## src/rtl/eeload_pkg.sv

```systemverilog
package eeload_pkg;

    typedef enum logic [1:0] {
        SEQ_IDLE = 2'd0,
        SEQ_LOW  = 2'd1,
        SEQ_HIGH = 2'd2,
        SEQ_DONE = 2'd3
    } seq_state_e;

    typedef struct packed {
        logic cs;
        logic sck;
        logic dout;
    } mw_pins_t;

    localparam int unsigned OPCODE_BITS = 3;
    localparam logic [7:0]  SUM_TARGET  = 8'hFF;

    function automatic logic cmd_bit(input int unsigned idx);
        logic b;
        case (idx)
            0:       b = 1'b1;
            1:       b = 1'b1;
            default: b = 1'b0;
        endcase
        return b;
    endfunction

endpackage

```

## src/rtl/eeload_divider.sv

```systemverilog
module eeload_divider #(
    parameter int unsigned HALF = 2
) (
    input  logic clk,
    input  logic rst,
    input  logic run,
    output logic half_tick
);
    localparam int unsigned CNT_W = (HALF > 1) ? $clog2(HALF) : 1;
    localparam logic [CNT_W-1:0] LAST = CNT_W'(HALF - 1);

    logic [CNT_W-1:0] cnt_q;

    assign half_tick = run && (cnt_q == LAST);

    always_ff @(posedge clk) begin
        if (rst || !run) begin
            cnt_q <= '0;
        end else if (half_tick) begin
            cnt_q <= '0;
        end else begin
            cnt_q <= cnt_q + 1'b1;
        end
    end
endmodule

```

## src/rtl/eeload_assembler.sv

```systemverilog
module eeload_assembler #(
    parameter int unsigned WORD_W = 16,
    parameter int unsigned WORDS  = 16
) (
    input  logic                     clk,
    input  logic                     rst,
    input  logic                     clear,
    input  logic                     sample_en,
    input  logic                     din,
    output logic [WORD_W-1:0]        word_data,
    output logic [$clog2(WORDS)-1:0] word_addr,
    output logic                     word_we,
    output logic                     sum_ok
);
    import eeload_pkg::*;

    localparam int unsigned BC_W   = $clog2(WORD_W);
    localparam int unsigned AW     = $clog2(WORDS);
    localparam int unsigned NBYTES = WORD_W / 8;
    localparam logic [BC_W-1:0] LAST_BIT = BC_W'(WORD_W - 1);

    logic [WORD_W-1:0] shreg_q;
    logic [BC_W-1:0]   bit_q;
    logic [AW-1:0]     idx_q;
    logic [7:0]        sum_q;
    logic [WORD_W-1:0] data_q;
    logic [AW-1:0]     addr_q;
    logic              we_q;
    logic [WORD_W-1:0] next_word;

    function automatic logic [7:0] byte_sum(input logic [WORD_W-1:0] w);
        logic [7:0] acc;
        acc = 8'd0;
        for (int i = 0; i < int'(NBYTES); i++) begin
            acc = acc + w[i*8 +: 8];
        end
        return acc;
    endfunction

    assign next_word = {shreg_q[WORD_W-2:0], din};

    always_ff @(posedge clk) begin
        if (rst || clear) begin
            shreg_q <= '0;
            bit_q   <= '0;
            idx_q   <= '0;
            sum_q   <= '0;
            data_q  <= '0;
            addr_q  <= '0;
            we_q    <= 1'b0;
        end else begin
            we_q <= 1'b0;
            if (sample_en) begin
                shreg_q <= next_word;
                if (bit_q == LAST_BIT) begin
                    bit_q  <= '0;
                    data_q <= next_word;
                    addr_q <= idx_q;
                    we_q   <= 1'b1;
                    idx_q  <= idx_q + 1'b1;
                    sum_q  <= sum_q + byte_sum(next_word);
                end else begin
                    bit_q <= bit_q + 1'b1;
                end
            end
        end
    end

    assign word_data = data_q;
    assign word_addr = addr_q;
    assign word_we   = we_q;
    assign sum_ok    = (sum_q == SUM_TARGET);
endmodule

```

## src/rtl/eeload_ctrl.sv

```systemverilog
module eeload_ctrl #(
    parameter int unsigned CMD_BITS   = 9,
    parameter int unsigned TOTAL_BITS = 265,
    parameter int unsigned ABORT_CLKS = 2
) (
    input  logic                      clk,
    input  logic                      rst,
    input  logic                      sw_req,
    input  logic                      strap,
    input  logic                      half_tick,
    input  logic                      sum_ok,
    output logic                      run,
    output eeload_pkg::mw_pins_t      pins,
    output logic                      sample_en,
    output logic                      clear,
    output logic                      busy,
    output logic                      valid
);
    import eeload_pkg::*;

    localparam int unsigned BIT_W = $clog2(TOTAL_BITS);
    localparam logic [BIT_W-1:0] LAST_IDX  = BIT_W'(TOTAL_BITS - 1);
    localparam logic [BIT_W-1:0] ABORT_IDX = BIT_W'(ABORT_CLKS - 1);
    localparam logic [BIT_W-1:0] CMD_END   = BIT_W'(CMD_BITS);

    seq_state_e       state_q;
    logic [BIT_W-1:0] idx_q;
    logic             boot_pend_q;
    logic             abort_q;
    logic             valid_q;
    logic             start;
    logic             last_clk;

    assign start    = (state_q == SEQ_IDLE) && (boot_pend_q || sw_req);
    assign last_clk = (abort_q && idx_q == ABORT_IDX) || (idx_q == LAST_IDX);

    always_ff @(posedge clk) begin
        if (rst) begin
            state_q     <= SEQ_IDLE;
            idx_q       <= '0;
            boot_pend_q <= 1'b1;
            abort_q     <= 1'b0;
            valid_q     <= 1'b0;
        end else begin
            case (state_q)
                SEQ_IDLE: begin
                    if (start) begin
                        abort_q     <= boot_pend_q && !strap;
                        boot_pend_q <= 1'b0;
                        idx_q       <= '0;
                        valid_q     <= 1'b0;
                        state_q     <= SEQ_LOW;
                    end
                end
                SEQ_LOW: begin
                    if (half_tick) state_q <= SEQ_HIGH;
                end
                SEQ_HIGH: begin
                    if (half_tick) begin
                        if (last_clk) begin
                            state_q <= SEQ_DONE;
                        end else begin
                            idx_q   <= idx_q + 1'b1;
                            state_q <= SEQ_LOW;
                        end
                    end
                end
                SEQ_DONE: begin
                    valid_q <= !abort_q && sum_ok;
                    state_q <= SEQ_IDLE;
                end
                default: state_q <= SEQ_IDLE;
            endcase
        end
    end

    assign run       = (state_q == SEQ_LOW) || (state_q == SEQ_HIGH);
    assign pins.cs   = run;
    assign pins.sck  = (state_q == SEQ_HIGH);
    assign pins.dout = run && (idx_q < CMD_END) && cmd_bit(int'(idx_q));
    assign sample_en = (state_q == SEQ_HIGH) && half_tick && (idx_q >= CMD_END);
    assign clear     = start;
    assign busy      = (state_q != SEQ_IDLE);
    assign valid     = valid_q;
endmodule

```

## src/rtl/eeload_seq.sv

```systemverilog
module eeload_seq #(
    parameter int unsigned CLK_DIV = 4,
    parameter int unsigned WORD_W  = 16,
    parameter int unsigned WORDS   = 16,
    parameter int unsigned ADDR_W  = 6
) (
    input  logic                     clk,
    input  logic                     rst,
    input  logic                     strap_present,
    input  logic                     sw_read_req,
    output logic                     mem_cs,
    output logic                     mem_sck,
    output logic                     mem_dout,
    input  logic                     mem_din,
    output logic [WORD_W-1:0]        word_data,
    output logic [$clog2(WORDS)-1:0] word_addr,
    output logic                     word_we,
    output logic                     read_active,
    output logic                     load_valid
);
    import eeload_pkg::*;

    localparam int unsigned HALF       = CLK_DIV / 2;
    localparam int unsigned CMD_BITS   = OPCODE_BITS + ADDR_W;
    localparam int unsigned TOTAL_BITS = CMD_BITS + WORDS * WORD_W;

    logic     run;
    logic     half_tick;
    logic     sample_en;
    logic     clear;
    logic     sum_ok;
    mw_pins_t pins;

    eeload_divider #(.HALF(HALF)) u_div (
        .clk       (clk),
        .rst       (rst),
        .run       (run),
        .half_tick (half_tick)
    );

    eeload_ctrl #(
        .CMD_BITS   (CMD_BITS),
        .TOTAL_BITS (TOTAL_BITS),
        .ABORT_CLKS (2)
    ) u_ctrl (
        .clk       (clk),
        .rst       (rst),
        .sw_req    (sw_read_req),
        .strap     (strap_present),
        .half_tick (half_tick),
        .sum_ok    (sum_ok),
        .run       (run),
        .pins      (pins),
        .sample_en (sample_en),
        .clear     (clear),
        .busy      (read_active),
        .valid     (load_valid)
    );

    eeload_assembler #(.WORD_W(WORD_W), .WORDS(WORDS)) u_asm (
        .clk       (clk),
        .rst       (rst),
        .clear     (clear),
        .sample_en (sample_en),
        .din       (mem_din),
        .word_data (word_data),
        .word_addr (word_addr),
        .word_we   (word_we),
        .sum_ok    (sum_ok)
    );

    assign mem_cs   = pins.cs;
    assign mem_sck  = pins.sck;
    assign mem_dout = pins.dout;
endmodule

```

## config.mk

```make
export PLATFORM = sky130hd
export DESIGN_NAME = eeload_seq
export DESIGN_NICKNAME = d
export VERILOG_FILES = /design/src/rtl/eeload_pkg.sv /design/src/rtl/eeload_divider.sv /design/src/rtl/eeload_assembler.sv /design/src/rtl/eeload_ctrl.sv /design/src/rtl/eeload_seq.sv
export SDC_FILE = /design/constraint.sdc
export NUM_CORES = 1
export LEC_CHECK = 0
export ABC_AREA = 1
export BUFFER_PORTS_ARGS = -buffer_cell sky130_fd_sc_hd__buf_4
export CORE_UTILIZATION = 30
export CTS_BUF_LIST = sky130_fd_sc_hd__clkbuf_4 sky130_fd_sc_hd__clkbuf_8 sky130_fd_sc_hd__clkbuf_16
export CTS_CLUSTER_DIAMETER = 40
export DETAILED_ROUTE_END_ITERATION = 10
export PLACE_DENSITY_LB_ADDON = 0.1
export SLEW_MARGIN = 20
export SYNTH_ARGS = -nofsm -noshare
export SYNTH_HDL_FRONTEND = slang
export SYNTH_HIERARCHICAL = 1
export SYNTH_SLANG_ARGS = --single-unit
```

## constraint.sdc

```tcl
create_clock -name clk -period 2.7 [get_ports clk]
set_input_delay 0.54 -clock clk [delete_from_list [all_inputs] [get_ports clk]]
set_output_delay 0.54 -clock clk [all_outputs]
set_load 0.1 [all_outputs]
```

==> results of run 1 <==
-- synthesized netlist by cell type --
| cell | number | share of area (%) |
|---|---|---|
| nand2_1 | 111 | 12 |
| dfxtp_1 | 67 | 40 |
| inv_1 | 47 | 5.3 |
| a21oi_1 | 32 | 4.8 |
| nor2_1 | 25 | 2.8 |
| nand3_1 | 21 | 3.2 |
| o21ai_1 | 18 | 2.7 |
| ha_1 | 16 | 6.0 |
| a22o_1 | 14 | 3.7 |
| nand4_1 | 12 | 2.3 |
| o21ai_0 | 9 | 1.4 |
| fa_1 | 8 | 4.8 |
| inv_2 | 8 | 0.90 |
| nor2_2 | 5 | 0.94 |
| nor3_1 | 5 | 0.75 |
| buf_2 | 4 | 0.60 |
| buf_4 | 4 | 0.90 |
| buf_6 | 2 | 0.68 |
| clkinv_4 | 2 | 0.53 |
| nand2_2 | 2 | 0.38 |
| nand3b_1 | 2 | 0.45 |
| nor2_4 | 2 | 0.68 |
| o21bai_1 | 2 | 0.45 |
| a21oi_2 | 1 | 0.26 |
| a21oi_4 | 1 | 0.49 |
| a31oi_1 | 1 | 0.19 |
| buf_1 | 1 | 0.11 |
| clkbuf_1 | 1 | 0.11 |
| nand3_2 | 1 | 0.30 |
| nor3b_1 | 1 | 0.23 |
| nor3b_2 | 1 | 0.38 |
| nor4_1 | 1 | 0.19 |
| o2111ai_1 | 1 | 0.26 |
| o21ai_2 | 1 | 0.26 |
| o22ai_1 | 1 | 0.19 |
| xnor2_1 | 1 | 0.26 |
-- logic make-up (layout without fill, tap and decap cells) --
logic type | Yosys count | in the layout
buffers and inverters | 69 | 106
adders and majority gates | 24 | 24
and+or+nand+nor | 189 | 190
DFF | 67 | 67
xor gates and xnor gates | 1 | 1
AOI/OAI and AO/OA | 81 | 81
-- worst max-delay path: cells and delay by family, from the launching register on --
kind                     cells  cell delay, ps
flip-flops                   1             370
AND/OR/NAND/NOR              4             600
adder cells (fa/ha/maj)      1             360
buffers and inverters        5             760
AO/OA/AOI/OAI                1             240
-- final cells by class --
cell class | count | area share [%]
clock inverter | 5 | 0.9656
timing repair buffer | 33 | 6.373
multi-input combinational | 296 | 44.16
tap | 140 | 4.506
inverter | 57 | 5.761
clock buffer | 11 | 3.733
sequential | 67 | 34.50
-- repair_timing --
action                                  in CTS  in global routing
setup buffers                                0                  0
endpoints found under the setup margin       0                  6
endpoints found under the hold margin        0                  0
resized for setup                            0                  1
-- stage by stage --
stage / std cells / total power [mW] / setup WS, ps
final: 609 / 2.949 / 257.3
after floorplan: 431 / 1.982 / 255.0
after global routing: 609 / 3.133 / 13.54
after global placement: 592 / 2.186 / 275.4
after detailed placement: 592 / 2.184 / 164.3
after CTS: 608 / 2.988 / 146.3
-- path summary, 6_finish.rpt --
path | endpoint | cells past startpoint | slack, ps | startpoint
hold / removal | u_div/cnt_q | 1 | 430 | u_div/cnt_q
setup / recovery | u_asm/word_data[6] | 11 | 260 | u_ctrl/state_q[0]
hold reg to reg | u_div/cnt_q | 1 | 430 | u_div/cnt_q
setup reg to reg | u_asm/word_data[6] | 11 | 260 | u_ctrl/state_q[0]
-- flip-flops by register name (all words and copies together), names as in the netlist --
name / count
u_asm/bit_q: 4
u_asm/idx_q: 4
u_div/cnt_q: 1
u_ctrl/idx_q: 9
u_asm/word_data: 16
u_ctrl/abort_q: 1
u_asm/word_addr: 4
u_asm/sum_q: 8
u_asm/shreg_q: 15
u_ctrl/valid: 1
u_ctrl/state_q: 2
u_ctrl/boot_pend_q: 1
u_asm/word_we: 1
-- cell usage in the layout, fill, tap and decap left out, drive strengths merged, types with 4 or more instances in the layout --
cell type  count
nand2        113
dfxtp         67
inv           56
a21oi         34
buf           33
nor2          33
o21ai         28
nand3         22
ha            16
a22o          14
nand4         12
clkbuf        11
fa             8
nor3           5
clkinv         4
-- where the power goes --
part	internal (mW)	total, mW	switching (mW)
clock network	0.372	0.783	0.411
registers	1.03	1.06	0.0322
logic	0.261	1.11	0.844
-- per-layer routing --
metal / track usage, % / up-vias / share of wire, %
met5: 0 / - / 0
met4: 4.990 / 0 / 0.80
met3: 3.874 / 4 / 3.0
met2: 21.34 / 42 / 42
met1: 21.36 / 1304 / 54
li1: - / 1473 / -
==> summary.txt, run 1 <==
status -> completed
dpl hpwl -> 5501 µm
maximum clock insertion buffer count -> 2
PD cells -> 758.5 nW/µm²
Die H -> 107.4 µm
worst path required time -> 2940 ps
root buffer cell -> clkbuf_8
cell area after synthesis -> 3336 µm²
Setup crit end kind -> register
largest family of logic cells by synthesized area -> simple AND/OR/NAND/NOR gates
Routed WL per cell -> 13.17 µm
synthesis warning total -> 6
global-route wire length before repair -> 13,150 µm
Area after DPL -> 3694 µm²
hold_buf cts -> 0
DRT iter0 DRCs -> 150
DRC Markers -> 0
Final TNS setup -> 0 ps
Post-Synth XOR/XNOR Area -> 0.2626%
Final #Nets -> 493
CP most frequent cell -> inv_1
vias in the first global route -> 2,637
worst min path class -> reg -> reg
Worst Path Max Fanout -> 19
# clock sinks -> 67
area of the die -> 11,540 µm²
Register Area -> 1341 µm²
CP Cell Sequence -> inv_1 > ha_1 > nand2_1 > inv_1 > nand3_1 > inv_1 > inv_2 > nor2_4 > nand2_2 > clkinv_4 > a22o_1
FF+latch count, synth -> 67
Mapped Cells -> 431
routed wire length -> 8018 µm
min cycle time layout -> 2443 ps
multiplexer share of the synthesized area -> 0%
via count -> 2,823
Fillers -> 1,156
# setup viols final -> 0
Max Clock Skew -> 4.035 ps
PortBufs -> 30
grt total ovfl -> 0
gpl congestion -> 0.7946
unrepaired setup endpoints after global routing -> no
Diodes inserted -> 0
vias per cell -> 4.635
# IOs -> 31
post-synthesis compound-gate area fraction -> 14.63%
CP Launch Type -> register
worst rel slew slack -> 69.14%
Post-Synth Simple-Gate Area -> 24.98%
Lkg Pwr -> 1.677 nW
Clock Latency Late Sink -> 350 ps
Area Growth Syn to Fin -> 16.54%
CP Class -> reg -> reg
max-cap viol count -> 0
GR Util All Layers -> 14.86%
post-synth cell types -> 36
CTS clock-pin slew for the worst setup and hold paths -> 70 ps
Multi-input gate area -> 1717 µm²
critical path's slowest cell -> dfxtp_1
Core Box Area -> 10,840 µm²
Starting Density -> 30.77%
post-layout util -> 35.86%
post-synth net total -> 460
CTS buffer count -> 9
Min Hold Slack -> 427.2 ps
syn_area_per_cell -> 7.739 µm²
htree depth -> 3
DRT antenna net count -> 0
Adder-Cell Fraction of Synth Area -> 10.80%
antenna violations before repair -> 0
Final Cycle Share -> 90.47%
worst vdd ir -> 351.5 µV
CP Data Arrival Time -> 2680 ps
Max Freq -> 409.4 MHz
first-pass detailed-route iteration total -> 4
proportion of layout cells with a drive suffix above 1 -> 15.99%
slowest stage delay, CP -> 370 ps
Slew @ Worst Pin -> 461.8 ps
largest net degree at the start of global routing -> 31
Seq/Total Area, Yosys -> 40.21%
cell area after layout -> 3887 µm²
final hold violations -> 0
CTS tree -> done
Slew Viols, Final -> 0
die width -> 107.4 µm
row count -> 38
No activity file was read; power rests on OpenSTA's default activity.
==> inputs of run 2 (changes only) <==
==> constraint.sdc (replaced) <==
create_clock -name clk -period 2.7 [get_ports clk]
set_input_delay 0.135 -clock clk [delete_from_list [all_inputs] [get_ports clk]]
set_output_delay 0.135 -clock clk [all_outputs]
set_load 0.1 [all_outputs]
==> run 2 against run 1 <==
Against the previous run: combinational power hardly changed; clock-buffer cell count is 1 lower; flip-flop and latch count did not move; power grew 1.2%; hold slack worse by 370 ps; global-route usage rose by 0.43 points; non-clock buffer count rose by 1; largest power group unchanged.
==> summary.txt, run 2 (synthesized netlist as in run 1, its figures left out) <==
critical path's slowest cell -> nor2_2
# clock sinks -> 67
routed wire length -> 8010 µm
area of the die -> 11,540 µm²
CTS clock-pin slew for the worst setup and hold paths -> 70 ps
CP Launch Type -> register
Crit path max-delay family -> simple AND/OR/NAND/NOR gates
Core Box Area -> 10,840 µm²
slowest stage delay, CP -> 620 ps
proportion of layout cells with a drive suffix above 1 -> 15.78%
CP Depth -> 10
# IOs -> 31
Crit Reg-Reg Startpoint -> u_ctrl/state_q[0]
vias in the first global route -> 2,605
CP most frequent cell -> inv_1
htree depth -> 3
Worst Hold Depth -> 3
dpl hpwl -> 5584 µm
worst r2r path cells -> 10
DRC Markers -> 0
worst min path class -> in -> reg
max reg flops -> 16
gpl congestion -> 0.8160
GR Util All Layers -> 15.29%
non-filler cells, final -> 609
Final #Nets -> 494
worst rel slew slack -> 49.16%
CTS buffer count -> 9
Max Clock Skew -> 8.979 ps
Final TNS setup -> 0 ps
Die H -> 107.4 µm
Area Growth Syn to Fin -> 16.54%
crit path from -> u_ctrl/state_q[0]
largest net degree at the start of global routing -> 31
PD cells -> 767.5 nW/µm²
DRT iter0 DRCs -> 128
Setup crit end kind -> register
Starting Density -> 30.77%
CP Cell Sequence -> inv_1 > ha_1 > nand2_1 > inv_1 > nand3_1 > inv_1 > inv_2 > nor2_4 > nor2_2 > a22o_1
CP Class -> reg -> reg
min-delay src -> strap_present
worst path required time -> 3000 ps
antenna violations before repair -> 0
root buffer cell -> clkbuf_8
maximum clock insertion buffer count -> 2
Fillers -> 1,178
Slew @ Worst Pin -> 761.8 ps
worst vdd ir -> 288.3 µV
DRT antenna net count -> 0
Final Cycle Share -> 90.53%
via count -> 2,862
Clock Latency Late Sink -> 360 ps
# setup viols final -> 0
unrepaired setup endpoints after global routing -> no
WHS Endpoint -> u_ctrl/abort_q
setup bufs post-CTS -> 0
Lkg Pwr -> 1.681 nW
total power -> 2.984 mW
Worst Path Max Fanout -> 17
commonest non-fill, non-tap cells in the layout -> nand2_1, dfxtp_1, inv_1
vias per cell -> 4.700
Max Freq -> 409.1 MHz
Reg2Reg Setup Slack -> 260 ps
Routed WL per cell -> 13.15 µm
placed cell count -> 592
die width -> 107.4 µm
most common cell after layout, fill and taps aside -> nand2_1
grt total ovfl -> 0
row count -> 38
WP buf/inv -> 4
Slew Viols, Final -> 0
global-route wire length before repair -> 13,410 µm
max-cap viol count -> 0
PortBufs -> 30
first-pass detailed-route iteration total -> 4
CTS tree -> done
CP Data Arrival Time -> 2750 ps
status -> completed
final hold violations -> 0
Diodes inserted -> 0
Critical R2R Capture -> u_asm/sum_q[2]
min cycle time layout -> 2444 ps
## run 2: tightest hold or removal path: stages
cell and delay, ps:
buf_4 70, nand3b_1 90, a21oi_1 60
## run 2: how the worst max path moves through the flow
stage | to | slack [ps]
floorplan | mem_dout | 50
finish | u_asm/sum_q[2] | 260
CTS | u_asm/bit_q[3] | 190
global placement | u_asm/bit_q[0] | 300
detailed placement | u_asm/bit_q[3] | 200
global route | u_asm/word_data[13] | 10
## run 2: cell type report
| class | count | area, µm² | share of cell area [%] |
|---|---|---|---|
| Sequential cell | 67 | 1341 | 34.50 |
| Multi-Input combinational cell | 296 | 1703 | 43.80 |
| Timing Repair Buffer | 34 | 257.7 | 6.630 |
| Clock inverter | 5 | 55.05 | 1.416 |
| Inverter | 57 | 224.0 | 5.761 |
| Clock buffer | 10 | 131.4 | 3.379 |
| Tap cell | 140 | 175.2 | 4.506 |
## run 2: what timing repair did
item / CTS / global route
hold endpoints to repair: 1 / 0
endpoints found under the setup margin: 0 / 4
hold buffers: 1 / 0
gates resized for setup: 0 / 0
## run 2: routing by layer
metal | track usage, % | wire, µm | share of wire, %
met1 | 21.24 | 4180 | 52
met5 | 0 | 0 | 0
met3 | 3.390 | 304 | 3.8
met2 | 21.98 | 3344 | 42
met4 | 7.926 | 180 | 2.2
## run 2: metrics by stage
stage	area (µm²)	setup slack (ps)	hold WS, ps	utilization, %
2_1_floorplan	3342	48.96	204.1	-
3_3_place_gp	3685	302.9	398.3	33.99
3_5_place_dp	3685	202.4	398.3	33.99
4_1_cts	3881	185.4	27.98	35.80
5_1_grt	3887	10.31	41.82	35.86
6_report	3887	255.7	52.61	35.86
## run 2: report_power, final
part,switching [mW],internal (mW)
logic,0.835,0.255
registers,0.0363,1.03
clock network,0.400,0.428
total,1.27,1.71
